[src/rtl/tplan_pkg.sv]
package tplan_pkg;
   typedef enum logic [2:0] {
      ST_DMA_RD = 3'd0,
      ST_FETCH  = 3'd1,
      ST_GEMM   = 3'd2,
      ST_MATH   = 3'd3,
      ST_STORE  = 3'd4,
      ST_DMA_WR = 3'd5
   } stage_e;

   typedef enum logic [1:0] {
      SC_PER_K   = 2'd0,
      SC_PER_OUT = 2'd1,
      SC_ONCE    = 2'd2,
      SC_NEVER   = 2'd3
   } scope_e;

   function automatic logic [2:0] compute_code(input logic is_math);
      return is_math ? ST_MATH : ST_GEMM;
   endfunction
endpackage

[src/rtl/tplan_walker.sv]
module tplan_walker #(
   parameter int OUT_W = 4,
   parameter int K_W   = 4,
   localparam int TID_W = OUT_W + K_W
) (
   input  logic             clk,
   input  logic             rst_n,
   input  logic             load,
   input  logic             adv,
   input  logic [OUT_W-1:0] n_out,
   input  logic [K_W-1:0]   n_k,
   output logic             k_last,
   output logic             tile_last,
   output logic [TID_W-1:0] tile_id
);
   logic [OUT_W-1:0] o_idx;
   logic [K_W-1:0]   k_idx;

   assign k_last    = (k_idx == n_k - K_W'(1));
   assign tile_last = k_last && (o_idx == n_out - OUT_W'(1));

   always_ff @(posedge clk) begin
      if (!rst_n || load) begin
         o_idx   <= '0;
         k_idx   <= '0;
         tile_id <= '0;
      end else if (adv) begin
         tile_id <= tile_id + TID_W'(1);
         if (k_last) begin
            k_idx <= '0;
            o_idx <= o_idx + OUT_W'(1);
         end else begin
            k_idx <= k_idx + K_W'(1);
         end
      end
   end

   a_r3_tile_step: assert property (@(posedge clk) disable iff (!rst_n)
      adv && !tile_last && !load |=> tile_id == $past(tile_id) + TID_W'(1));
endmodule

[src/rtl/tplan_builder.sv]
module tplan_builder
   import tplan_pkg::*;
#(
   parameter int MAX_EPI = 3,
   localparam int LIST  = MAX_EPI + 5,
   localparam int IDX_W = $clog2(LIST),
   localparam int LEN_W = $clog2(LIST + 1),
   localparam int ECW   = $clog2(MAX_EPI + 1)
) (
   input  logic                    head_is_math,
   input  logic [ECW-1:0]          epi_count,
   input  logic [MAX_EPI-1:0]      epi_is_math,
   input  logic [2*MAX_EPI-1:0]    epi_scope,
   input  logic                    k_last,
   input  logic                    tile_last,
   output logic [LIST-1:0][2:0]    lst,
   output logic [LEN_W-1:0]        len
);
   logic [MAX_EPI-1:0] fire;

   for (genvar e = 0; e < MAX_EPI; e++) begin : g_slot
      logic   used;
      scope_e sc;
      assign used = (e < int'(epi_count));
      assign sc   = scope_e'(epi_scope[2*e +: 2]);
      always_comb begin
         unique case (sc)
            SC_PER_K:   fire[e] = used;
            SC_PER_OUT: fire[e] = used && k_last;
            SC_ONCE:    fire[e] = used && tile_last;
            default:    fire[e] = 1'b0;
         endcase
      end
   end

   always_comb begin
      logic [LEN_W-1:0] n;
      lst    = '0;
      lst[0] = ST_DMA_RD;
      lst[1] = ST_FETCH;
      lst[2] = compute_code(head_is_math);
      n      = LEN_W'(3);
      for (int e = 0; e < MAX_EPI; e++) begin
         if (fire[e]) begin
            lst[IDX_W'(n)] = compute_code(epi_is_math[e]);
            n = n + LEN_W'(1);
         end
      end
      lst[IDX_W'(n)]           = ST_STORE;
      lst[IDX_W'(n + LEN_W'(1))] = ST_DMA_WR;
      len = n + LEN_W'(2);
   end

   always_comb begin
      a_r10_len_range: assert (len >= LEN_W'(5) && len <= LEN_W'(LIST));
   end
endmodule

[src/rtl/tplan_emitter.sv]
module tplan_emitter #(
   parameter int IDX_W = 3,
   parameter int LEN_W = 4
) (
   input  logic             clk,
   input  logic             rst_n,
   input  logic             load,
   input  logic             active,
   input  logic             ready,
   input  logic [LEN_W-1:0] len,
   output logic [IDX_W-1:0] idx,
   output logic             plan_last,
   output logic             hs
);
   assign hs        = active && ready;
   assign plan_last = (LEN_W'(idx) == len - LEN_W'(1));

   always_ff @(posedge clk) begin
      if (!rst_n || load)  idx <= '0;
      else if (hs)         idx <= plan_last ? '0 : idx + IDX_W'(1);
   end

   a_r12_idx_in_plan: assert property (@(posedge clk) disable iff (!rst_n)
      active |-> LEN_W'(idx) < len);
endmodule

[src/rtl/tile_plan_gen.sv]
module tile_plan_gen
   import tplan_pkg::*;
#(
   parameter int MAX_EPI  = 3,
   parameter int OUT_W    = 4,
   parameter int K_W      = 4,
   parameter int CID_W    = 4,
   parameter int CID_DMA  = 0,
   parameter int CID_FS   = 1,
   parameter int CID_GEMM = 2,
   parameter int CID_MATH = 3
) (
   input  logic                          clk,
   input  logic                          rst_n,
   input  logic                          start,
   input  logic                          head_is_math,
   input  logic [$clog2(MAX_EPI+1)-1:0]  epi_count,
   input  logic [MAX_EPI-1:0]            epi_is_math,
   input  logic [2*MAX_EPI-1:0]          epi_scope,
   input  logic [OUT_W-1:0]              n_out,
   input  logic [K_W-1:0]                n_k,
   output logic                          busy,
   output logic                          out_valid,
   input  logic                          out_ready,
   output logic [OUT_W+K_W-1:0]          out_tile_id,
   output logic [$clog2(MAX_EPI+5)-1:0]  out_stage_idx,
   output logic [2:0]                    out_stage_type,
   output logic [CID_W-1:0]              out_comp_id,
   output logic [$clog2(MAX_EPI+6)-1:0]  out_plan_len,
   output logic                          out_plan_last,
   output logic                          out_kernel_last
);
   localparam int LIST  = MAX_EPI + 5;
   localparam int IDX_W = $clog2(LIST);
   localparam int LEN_W = $clog2(LIST + 1);
   localparam int ECW   = $clog2(MAX_EPI + 1);

   if (MAX_EPI < 1 || MAX_EPI > 3) begin : g_bad_epi
      $error("tile_plan_gen: MAX_EPI must lie in 1..3");
   end
   if (OUT_W < 1 || K_W < 1 || CID_W < 2) begin : g_bad_width
      $error("tile_plan_gen: count and id widths too small");
   end

   logic                   hm_q;
   logic [ECW-1:0]         ec_q;
   logic [MAX_EPI-1:0]     em_q;
   logic [2*MAX_EPI-1:0]   es_q;
   logic [OUT_W-1:0]       no_q;
   logic [K_W-1:0]         nk_q;

   logic                   accept, k_last, tile_last, plan_last, hs, finish;
   logic [LIST-1:0][2:0]   lst;
   logic [LEN_W-1:0]       len;
   logic [IDX_W-1:0]       idx;

   assign accept = start && !busy && (n_out != '0) && (n_k != '0);
   assign finish = hs && plan_last && tile_last;

   always_ff @(posedge clk) begin
      if (!rst_n) begin
         busy <= 1'b0;
         hm_q <= 1'b0;
         ec_q <= '0;
         em_q <= '0;
         es_q <= '0;
         no_q <= '0;
         nk_q <= '0;
      end else if (accept) begin
         busy <= 1'b1;
         hm_q <= head_is_math;
         ec_q <= epi_count;
         em_q <= epi_is_math;
         es_q <= epi_scope;
         no_q <= n_out;
         nk_q <= n_k;
      end else if (finish) begin
         busy <= 1'b0;
      end
   end

   tplan_walker #(.OUT_W(OUT_W), .K_W(K_W)) u_walk (
      .clk(clk), .rst_n(rst_n), .load(accept), .adv(hs && plan_last),
      .n_out(no_q), .n_k(nk_q), .k_last(k_last), .tile_last(tile_last),
      .tile_id(out_tile_id)
   );

   tplan_builder #(.MAX_EPI(MAX_EPI)) u_build (
      .head_is_math(hm_q), .epi_count(ec_q), .epi_is_math(em_q),
      .epi_scope(es_q), .k_last(k_last), .tile_last(tile_last),
      .lst(lst), .len(len)
   );

   tplan_emitter #(.IDX_W(IDX_W), .LEN_W(LEN_W)) u_emit (
      .clk(clk), .rst_n(rst_n), .load(accept), .active(busy),
      .ready(out_ready), .len(len), .idx(idx), .plan_last(plan_last), .hs(hs)
   );

   assign out_valid       = busy;
   assign out_stage_idx   = idx;
   assign out_stage_type  = lst[idx];
   assign out_plan_len    = len;
   assign out_plan_last   = plan_last;
   assign out_kernel_last = plan_last && tile_last;

   always_comb begin
      unique case (stage_e'(out_stage_type))
         ST_FETCH, ST_STORE: out_comp_id = CID_W'(CID_FS);
         ST_GEMM:            out_comp_id = CID_W'(CID_GEMM);
         ST_MATH:            out_comp_id = CID_W'(CID_MATH);
         default:            out_comp_id = CID_W'(CID_DMA);
      endcase
   end

   a_r1_launch: assert property (@(posedge clk) disable iff (!rst_n)
      start && !busy && n_out != '0 && n_k != '0 |=> busy && out_valid);
   a_r2_zero_drop: assert property (@(posedge clk) disable iff (!rst_n)
      start && !busy && (n_out == '0 || n_k == '0) |=> !busy);
   a_r3_hold: assert property (@(posedge clk) disable iff (!rst_n)
      out_valid && !out_ready |=> out_valid && $stable(out_tile_id)
         && $stable(out_stage_idx) && $stable(out_stage_type));
   a_r4_opens_read: assert property (@(posedge clk) disable iff (!rst_n)
      out_valid && out_stage_idx == '0 |-> out_stage_type == ST_DMA_RD);
   a_r4_closes_write: assert property (@(posedge clk) disable iff (!rst_n)
      out_valid && out_plan_last |-> out_stage_type == ST_DMA_WR);
   a_r12_end_idle: assert property (@(posedge clk) disable iff (!rst_n)
      out_valid && out_ready && out_kernel_last |=> !busy);
   a_r13_desc_frozen: assert property (@(posedge clk) disable iff (!rst_n)
      busy && $past(busy) |-> $stable(es_q) && $stable(nk_q) && $stable(no_q));
endmodule

[config.mk]
export PLATFORM = sky130hd
export DESIGN_NAME = tile_plan_gen
export DESIGN_NICKNAME = d
export VERILOG_FILES = /design/src/rtl/tplan_pkg.sv /design/src/rtl/tplan_walker.sv /design/src/rtl/tplan_builder.sv /design/src/rtl/tplan_emitter.sv /design/src/rtl/tile_plan_gen.sv
export SDC_FILE = /design/constraint.sdc
export NUM_CORES = 1
export LEC_CHECK = 0
export CAP_MARGIN = 30
export CORE_MARGIN = 3
export CORE_UTILIZATION = 35
export CTS_BUF_LIST = sky130_fd_sc_hd__clkbuf_8 sky130_fd_sc_hd__clkbuf_16
export CTS_CLUSTER_SIZE = 12
export DETAILED_ROUTE_END_ITERATION = 7
export SLEW_MARGIN = 40
export SYNTH_ARGS = -nofsm -noshare
export SYNTH_HDL_FRONTEND = slang
export SYNTH_SLANG_ARGS = --single-unit
[constraint.sdc]
create_clock -name clk -period 4.68 [get_ports clk]
set_clock_uncertainty 0.05 [all_clocks]
set_input_delay 0.936 -clock clk [delete_from_list [all_inputs] [get_ports clk]]
set_output_delay 0.936 -clock clk [all_outputs]
set_load 0.1 [all_outputs]
==> run summary, run 1 <==
Counting flops with an async set or reset pin after synthesis yields a share of 0%. Setup repair after global routing could not meet its margin everywhere. Timing would allow up to 192 MHz.

For this design the ratio of total power to cell area is 324 mW/mm². The largest individual stage delay along the critical path comes from the cell fa_2. The logs give 0 for the total number of yosys warnings and 0 for the number of routed nets with antenna violations. The vertical die dimension is 99.0 µm, and the CTS sink count is 40.

Overall fraction of global-route tracks in use: 17.6%. Most used flip-flop cell after synthesis: dfxtp_1. Internal power comes to 0.892 mW. The fraction of post-synthesis cell area in the top cell type by area works out to 26.5%. The final reports fail on setup timing. The core region is 0.00830 mm². The global route total overflow was 0; the wire length of the first global-routing pass was 14,300 µm. For the pin with the worst max-slew slack, the measured transition is 896 ps. Total half-perimeter wirelength after legalization and detailed placement: 6490 µm. The endpoint with the worst hold slack is u_walk.o_idx[3].

Routability-driven placement finished with a final weighted congestion of 0.902. In this run the critical register-to-register path is launched from nk_q[0]. The number of fillers in the final layout was 741.

The mapped netlist covers 0.00303 mm². Summed over all cells, the static leakage comes to 1.95 nW. Entering global routing, the biggest net connects 24 pins.

The share of the Yosys chip area taken by registers is 26.5%. Cells fill 56.9% of the core in the end. The worst register-to-register path ends at u_walk.o_idx[2].

A synthesized cell averages 8.09 µm². The critical path goes through inv_2, ha_4, xnor2_1, or3_4, o31a_1, or3_4, clkinv_4, fa_2, buf_6, buf_6, a2111oi_4, nor2_1, a32oi_1, o32a_4, mux2i_4, buf_12. The clock transition time at the flip-flop clock pins of the worst setup and hold paths is 90 ps, and the peak supply drop is 0.162 mV. Per report_power, the clock group accounts for 19.8% of the total.

Wires add up to 8490 µm. Average vias per placed instance: 5.20. The netlist uses 57 different library cells. Measured in cells, the most critical reg-to-reg path has a length of 20. The tools report the net total in the final layout as 542.

After the first detailed-routing iteration, the DRC count stood at 78. Most frequent standard cell in the layout excluding fill and tap cells: buf_4. The ratio of final minimum period to clock period was 111%; the effective utilization at floorplan was 36.5%. The logs give 0 for the remaining design rule violation count and 3,109 for the total number of vias.

The first TritonRoute pass finished after 4 iterations. The number of flip-flops and latches in the synthesized netlist works out to 40. The setup path with the least slack is of type reg2out. The flow ran to the end, but the final reports show violations. For the worst slew margin relative to its limit, the log shows 40.2%. Along the worst hold path, the cell count comes to 2.

The worst setup path is captured at an output port. The clock network latency to the later pin of the worst-skew pair was 310 ps. TritonCTS built the clock tree. The total count of hold-check failures in the final report is 0, and the required time at the endpoint of the critical path is 3690 ps. Max-cap violation count: 0. The switching part of the total power is 41.6%, and the share of layout cells above drive strength 1 is 36.7%.

The total inserted antenna cells is 0, and the average detailed-routed wire length per instance is 14.2 µm. The run gives 0 as the final-report max-slew violation count. Leaving out fill and tap cells, the most frequent cells in the layout are buf_4 (72), dfxtp_1 (38), inv_1 (28).

The number of instances in the synthesized netlist was 374; the shortest clock period the worst path allows after layout was 5210 ps. Clock tree synthesis inserted a total of 5 buffers. Final instance area: 0.00472 mm².

By area the synthesized netlist is led by dfxtp_1 (26%), ha_1 (10%), mux2i_1 (7.9%). Data arrives at the worst endpoint at 4220 ps. The floorplan step defined a die boundary enclosing 0.00980 mm². The kind of path behind the tightest hold check is reg2reg. For flop-to-flop paths, the worst setup slack is 290 ps.

The clock tree synthesis step divided the H-tree into 2 levels. The tools report the clock tree root driver cell as clkbuf_8. The clock passes through at most 2 buffers.

In this run the core area contains 33 standard-cell rows. Setup violations remaining at the end of the flow were counted as 7. During placement, the flow inserted port buffers numbering 47.

The startpoint of the most critical hold path was u_walk.o_idx[3]. For the via count of the first global-routing pass, the log shows 3,081. Type of origin of the critical path: a register. Of all nets on the critical path, the largest fanout is 4.

For the initial antenna violation count, the log shows 0. The worst hold margin was 451 ps; the maximum cell stage delay along the critical path was 460 ps. The area of placed instances was 0.00421 mm²; the number of top-level pins was 50. The chip width works out to 99.0 µm. Relative contribution of combinational cells to total power: 55.9%. The top cell type by total area after synthesis was dfxtp_1. The number of enable-type register cells in the synthesized netlist was 0. The smallest setup slack after layout came out at -525 ps. Sequential cells burn 24.2% of the power. The switching power of the nets is 0.636 mW, and the relative area change from synthesis to final layout is 56.1%.
## cell type report
cell class | count | area, µm² | share of cell area [%]
multi-input combinational | 281 | 2350 | 49.9
sequential | 40 | 803 | 17.0
clock inverter | 3 | 47.5 | 1.01
inverter | 35 | 160 | 3.39
timing repair buffer | 129 | 1160 | 24.5
tap | 105 | 131 | 2.78
clock buffer | 5 | 68.8 | 1.46
## power groups by stage
stage               registers, mW  clock network (mW)  logic (mW)
floorplan                   0.384                   0       0.450
CTS                         0.370               0.309       0.818
finish                      0.370               0.303       0.855
detailed placement          0.377                   0       0.737
global placement            0.376                   0       0.736
global route                0.373               0.325       0.908
## worst max-delay path: cells and delay by family (launching register included)
family / cells / cell delay (ps)
AND/OR/NAND/NOR: 3 / 860
flip-flops: 1 / 340
XOR/XNOR: 1 / 150
AO/OA/AOI/OAI: 4 / 1040
adder cells (fa/ha/maj): 2 / 690
buffers and inverters: 5 / 580
multiplexers: 1 / 240
## what timing repair did
action,CTS,global route
endpoints found under the hold margin,0,0
pin swaps,12,14
buffers inserted,11,3
gates resized for setup,37,32
hold buffers,0,0
endpoints found under the setup margin,19,16
## how the worst max path moves through the flow
stage / startpoint / end / slack [ps] / cells after the start
floorplan: nk_q[0] / out_comp_id[0] / -1070 / 16
global placement: nk_q[0] / out_comp_id[0] / -350 / 16
detailed placement: nk_q[0] / out_comp_id[0] / -370 / 16
CTS: u_walk.k_idx[2] / out_kernel_last / -500 / 15
global route: nk_q[0] / out_comp_id[0] / -700 / 19
finish: nk_q[0] / out_comp_id[0] / -530 / 16
## registers in the layout, summed over array words and instances (netlist names)
name	flops
hm_q	1
ec_q	2
nk_q	4
u_walk.tile_id	8
em_q	3
u_walk.o_idx	4
busy	1
no_q	4
u_walk.k_idx	4
u_emit.idx	3
es_q	6
## synthesized netlist by cell type (all sizes together), types with 2 or more instances
cell,count
nand4,5
o22ai,2
o21ai,15
nor3,8
nand3,9
a41oi,2
nand2b,2
a21oi,16
a311oi,2
a31o,3
nor4b,2
clkbuf,14
inv,34
xnor2,17
ha,25
o311ai,4
buf,5
o2111ai,2
o211ai,4
nor2b,22
nor4,3
mux2i,24
and3b,2
nor3b,4
a211o,2
nand2,27
nor2,30
a31oi,10
xor2,5
o31ai,3
or3,5
a2111oi,3
dfxtp,40
or2,3
## per-stage QoR
| stage | worst slack [ps] | total power, mW | std cells | setup TNS [ps] |
|---|---|---|---|---|
| after floorplan | -1070 | 0.834 | 375 | -3550 |
| after global placement | -347 | 1.11 | 577 | -1820 |
| after detailed placement | -368 | 1.11 | 577 | -2520 |
| after CTS | -498 | 1.50 | 596 | -2870 |
| after global routing | -699 | 1.61 | 598 | -4070 |
| final | -525 | 1.53 | 598 | -3010 |
## cells by family (layout without fill, tap and decap cells)
| logic type | after synthesis | count (layout) | share of synthesized area, % |
|---|---|---|---|
| xor gates and xnor gates | 24 | 24 | 7.90 |
| other | 1 | 2 | 0.124 |
| adders and majority gates | 26 | 26 | 11.0 |
| muxes | 24 | 24 | 7.94 |
| AOI/OAI and AO/OA | 78 | 78 | 17.8 |
| DFF | 40 | 40 | 26.5 |
| and+or+nand+nor | 127 | 127 | 21.6 |
| buffers and inverters | 54 | 172 | 7.15 |
## metal layers
metal | global-route usage [%] | share of wire, %
met3 | 2.97 | 3.9
met2 | 30.4 | 49
met4 | 6.51 | 2.2
met5 | 0 | 0
met1 | 21.9 | 45
(Power assumes the default switching activity.)
==> run 2, diff against run 1 <==
--- a/config.mk
+++ b/config.mk
@@ -11,6 +11,7 @@
 export CTS_BUF_LIST = sky130_fd_sc_hd__clkbuf_8 sky130_fd_sc_hd__clkbuf_16
 export CTS_CLUSTER_SIZE = 12
 export DETAILED_ROUTE_END_ITERATION = 7
+export SETUP_SLACK_MARGIN = 0.1
 export SLEW_MARGIN = 40
 export SYNTH_ARGS = -nofsm -noshare
 export SYNTH_HDL_FRONTEND = slang
==> run summary, run 2 (synthesized netlist as in run 1, its figures left out) <==
The count of placed standard cells including taps was 575 (-0.35%). The run gives 1.56 mW (+2.2%) as the total power of the final layout. Total count of hold-check failures in the final report: 0 (unchanged). Placer congestion estimate: 0.858 (-4.9%). Global route total overflow: 0 (unchanged).

The pin count of the biggest net entering global routing was 24 (unchanged); the overall fraction of global-route tracks in use was 17.3% (-0.35 points). The endpoint type of the worst setup path was an output port. The logs give 0.232 mV (+43%) for the peak supply drop and 55.0% (+15 points) for the worst slew margin relative to its limit. The CTS sink count came out at 40 (unchanged).

The area of placed instances was 0.00420 mm² (-0.36%). TritonCTS built the clock tree. The vertical die dimension works out to 99.0 µm (unchanged).

The tools report the core area as 0.00830 mm² (unchanged). The clock transition time at the flip-flop clock pins of the worst setup and hold paths is 80 ps (about the same). The smallest setup slack after layout is -375 ps (+150 ps).

The tools report the final-report max-slew violation count as 0 (unchanged). The total inserted antenna cells came out at 0 (unchanged). After global routing, the most crowded layer is met2. The number of iterations in the first detailed-routing pass came out at 4 (unchanged). The tools report the initial antenna violation count as 0 (unchanged). The library cell used most frequently in the layout, excluding fill and tap cells, is buf_4. The logs give 300 ps (about the same) for the clock network latency to the later pin of the worst-skew pair and 0 (unchanged) for the number of routed nets with antenna violations. The ratio of final minimum period to clock period was 108% (-3.2 points); the required time at the endpoint of the critical path was 3690 ps (about the same).

The run finished, with violations left. In the layout the commonest cells are buf_4 (74), dfxtp_1 (36), inv_1 (26). Share of layout cells above drive strength 1: 37.1% (+0.43 points). The shortest clock period the worst path allows after layout was 5060 ps (-150 ps). The max-cap violation count is 0 (unchanged). The remaining design rule violation count was 0 (unchanged). The register with the highest flop count was u_walk.tile_id. The path class of the tightest hold or removal check is reg2reg. The tools report the via count of the first global-routing pass as 2,961 (-3.9%). The number of port buffers is 47 (unchanged), and the maximum clock frequency is 198 MHz (+3.0%). The worst setup path is launched from a register.

The utilization of the core after routing was 57.3% (+0.39 points); the final cell count without fillers was 595 (-0.50%). The checks that failed: setup timing. The largest registers in the layout are u_walk.tile_id: 8 flops, es_q: 6 flops. Setup repair after global routing could not meet its margin everywhere. From synthesis to final layout, the design area changed by 57.1%.

The CTS buffer count was 5 (unchanged); the total number of vias was 3,030 (-2.5%). In this run the clock root is driven by a clkbuf_8. The number of top-level pins is 50 (unchanged), and the static power due to leakage is 1.94 nW (-0.17%).

The tools report the routed wire length as 8500 µm (+0.12%). The number of setup violations in the final report is 7 (unchanged), and the chip width is 99.0 µm (unchanged). Count of H-tree levels built during CTS: 2 (unchanged). The flip-flop count of the largest register after layout was 8 (unchanged); the standard-cell row count was 33 (unchanged). The worst endpoint data arrival time was 4070 ps (-150 ps); the average detailed-routed wire length per instance was 14.3 µm (+0.62%).

The run gives 540 (-0.37%) as the net total in the final layout. The run gives 2.55% (-0.42 points) as the met3 track demand over resource in global routing. The total power divided by cell area was 328 mW/mm² (+1.5%); the effective utilization at floorplan was 36.5% (unchanged). The met2 track utilization from global routing came out at 29.9% (-0.57 points). The run gives 6360 µm (-2.0%) as the total half-perimeter wirelength after legalization and detailed placement. The critical path is of the reg2out type. The wire length of the first global-routing pass is 14,200 µm (-0.73%), and the average vias per placed instance is 5.09 (-2.0%). The actual slew at the worst max-slew pin works out to 674 ps (-223 ps). The maximum count of clock buffers along a single path is 2 (unchanged), and the peak fanout along the critical path is 5 (+1). The die area was 0.00980 mm² (unchanged).

The DRC marker count from the first detailed-route iteration was 114 (+46%). The routing usage on met1 was 22.4% (+0.53 points). The final instance area was 0.00476 mm² (+0.69%).
[run 2: changes by cell type in the layout (fill, tap and decap cells not counted), sizes merged]
cell	change
clkinv	-2
buf	-2
bufinv	+1
[run 2: area by class of cell]
| cell class | count | area, µm² |
|---|---|---|
| fillers | 717 | 3540 |
| multi-input cells | 281 | 2390 |
| repair buffers | 127 | 1140 |
| flip-flops and latches | 40 | 806 |
| inverters | 35 | 160 |
| well taps | 105 | 131 |
| clock buffers | 5 | 68.8 |
| clock inverters | 2 | 60.1 |
[run 2: per-stage QoR]
stage	setup slack (ps)	hold slack, ps	setup TNS (ps)
after floorplan	-1070	408	-3540
after global placement	-260	423	-1230
after detailed placement	-344	438	-1560
after CTS	-504	456	-2980
after global routing	-550	501	-3240
final	-375	455	-2160
[run 2: worst max-delay path, cell delays in order, from the launching register on]
cell and delay, ps:
dfxtp_2 340, inv_2 40, ha_4 230, xnor2_2 130, or3_4 380, o31a_1 260, or3_4 360, clkinv_4 70
fa_2 480, buf_4 180, a2111oi_4 360, nor2_1 70, a32oi_1 210, o32a_4 220, mux2i_4 240, buf_12 190
[run 2: what timing repair did]
action,in CTS,in global routing
resized for setup,37,39
hold buffers,0,0
setup buffers,6,7
setup endpoints to repair,14,24
hold endpoints to repair,0,0
pin swaps,19,17
[run 2: path summary, 6_finish.rpt]
kind                    from                 to  cells past startpoint  slack (ps)
max                  nk_q[1]     out_comp_id[0]                     15        -380
min          u_walk.o_idx[3]    u_walk.o_idx[3]                      2         450
max reg2reg          nk_q[1]  u_walk.tile_id[3]                     20         360
min reg2reg  u_walk.o_idx[3]    u_walk.o_idx[3]                      2         450
[run 2: routing by layer]
metal / vias up / wire length [µm] / share of wire [%]
li1: 1543 / - / -
met1: 1408 / 3810 / 45
met2: 68 / 4270 / 50
met3: 11 / 289 / 3.4
met4: 0 / 120 / 1.4
met5: - / 0 / 0
[run 2: report_power, final]
part | internal, mW | switching, mW
logic | 0.374 | 0.483
clock network | 0.210 | 0.123
registers | 0.354 | 0.0166
==> run 3, diff against run 2 <==
--- a/config.mk
+++ b/config.mk
@@ -5,6 +5,7 @@
 export SDC_FILE = /design/constraint.sdc
 export NUM_CORES = 1
 export LEC_CHECK = 0
+export ABC_CLOCK_PERIOD_IN_PS = 4680
 export CAP_MARGIN = 30
 export CORE_MARGIN = 3
 export CORE_UTILIZATION = 35
==> results of run 3 <==
Final layout, timing and power as in run 2 (identical DEF).
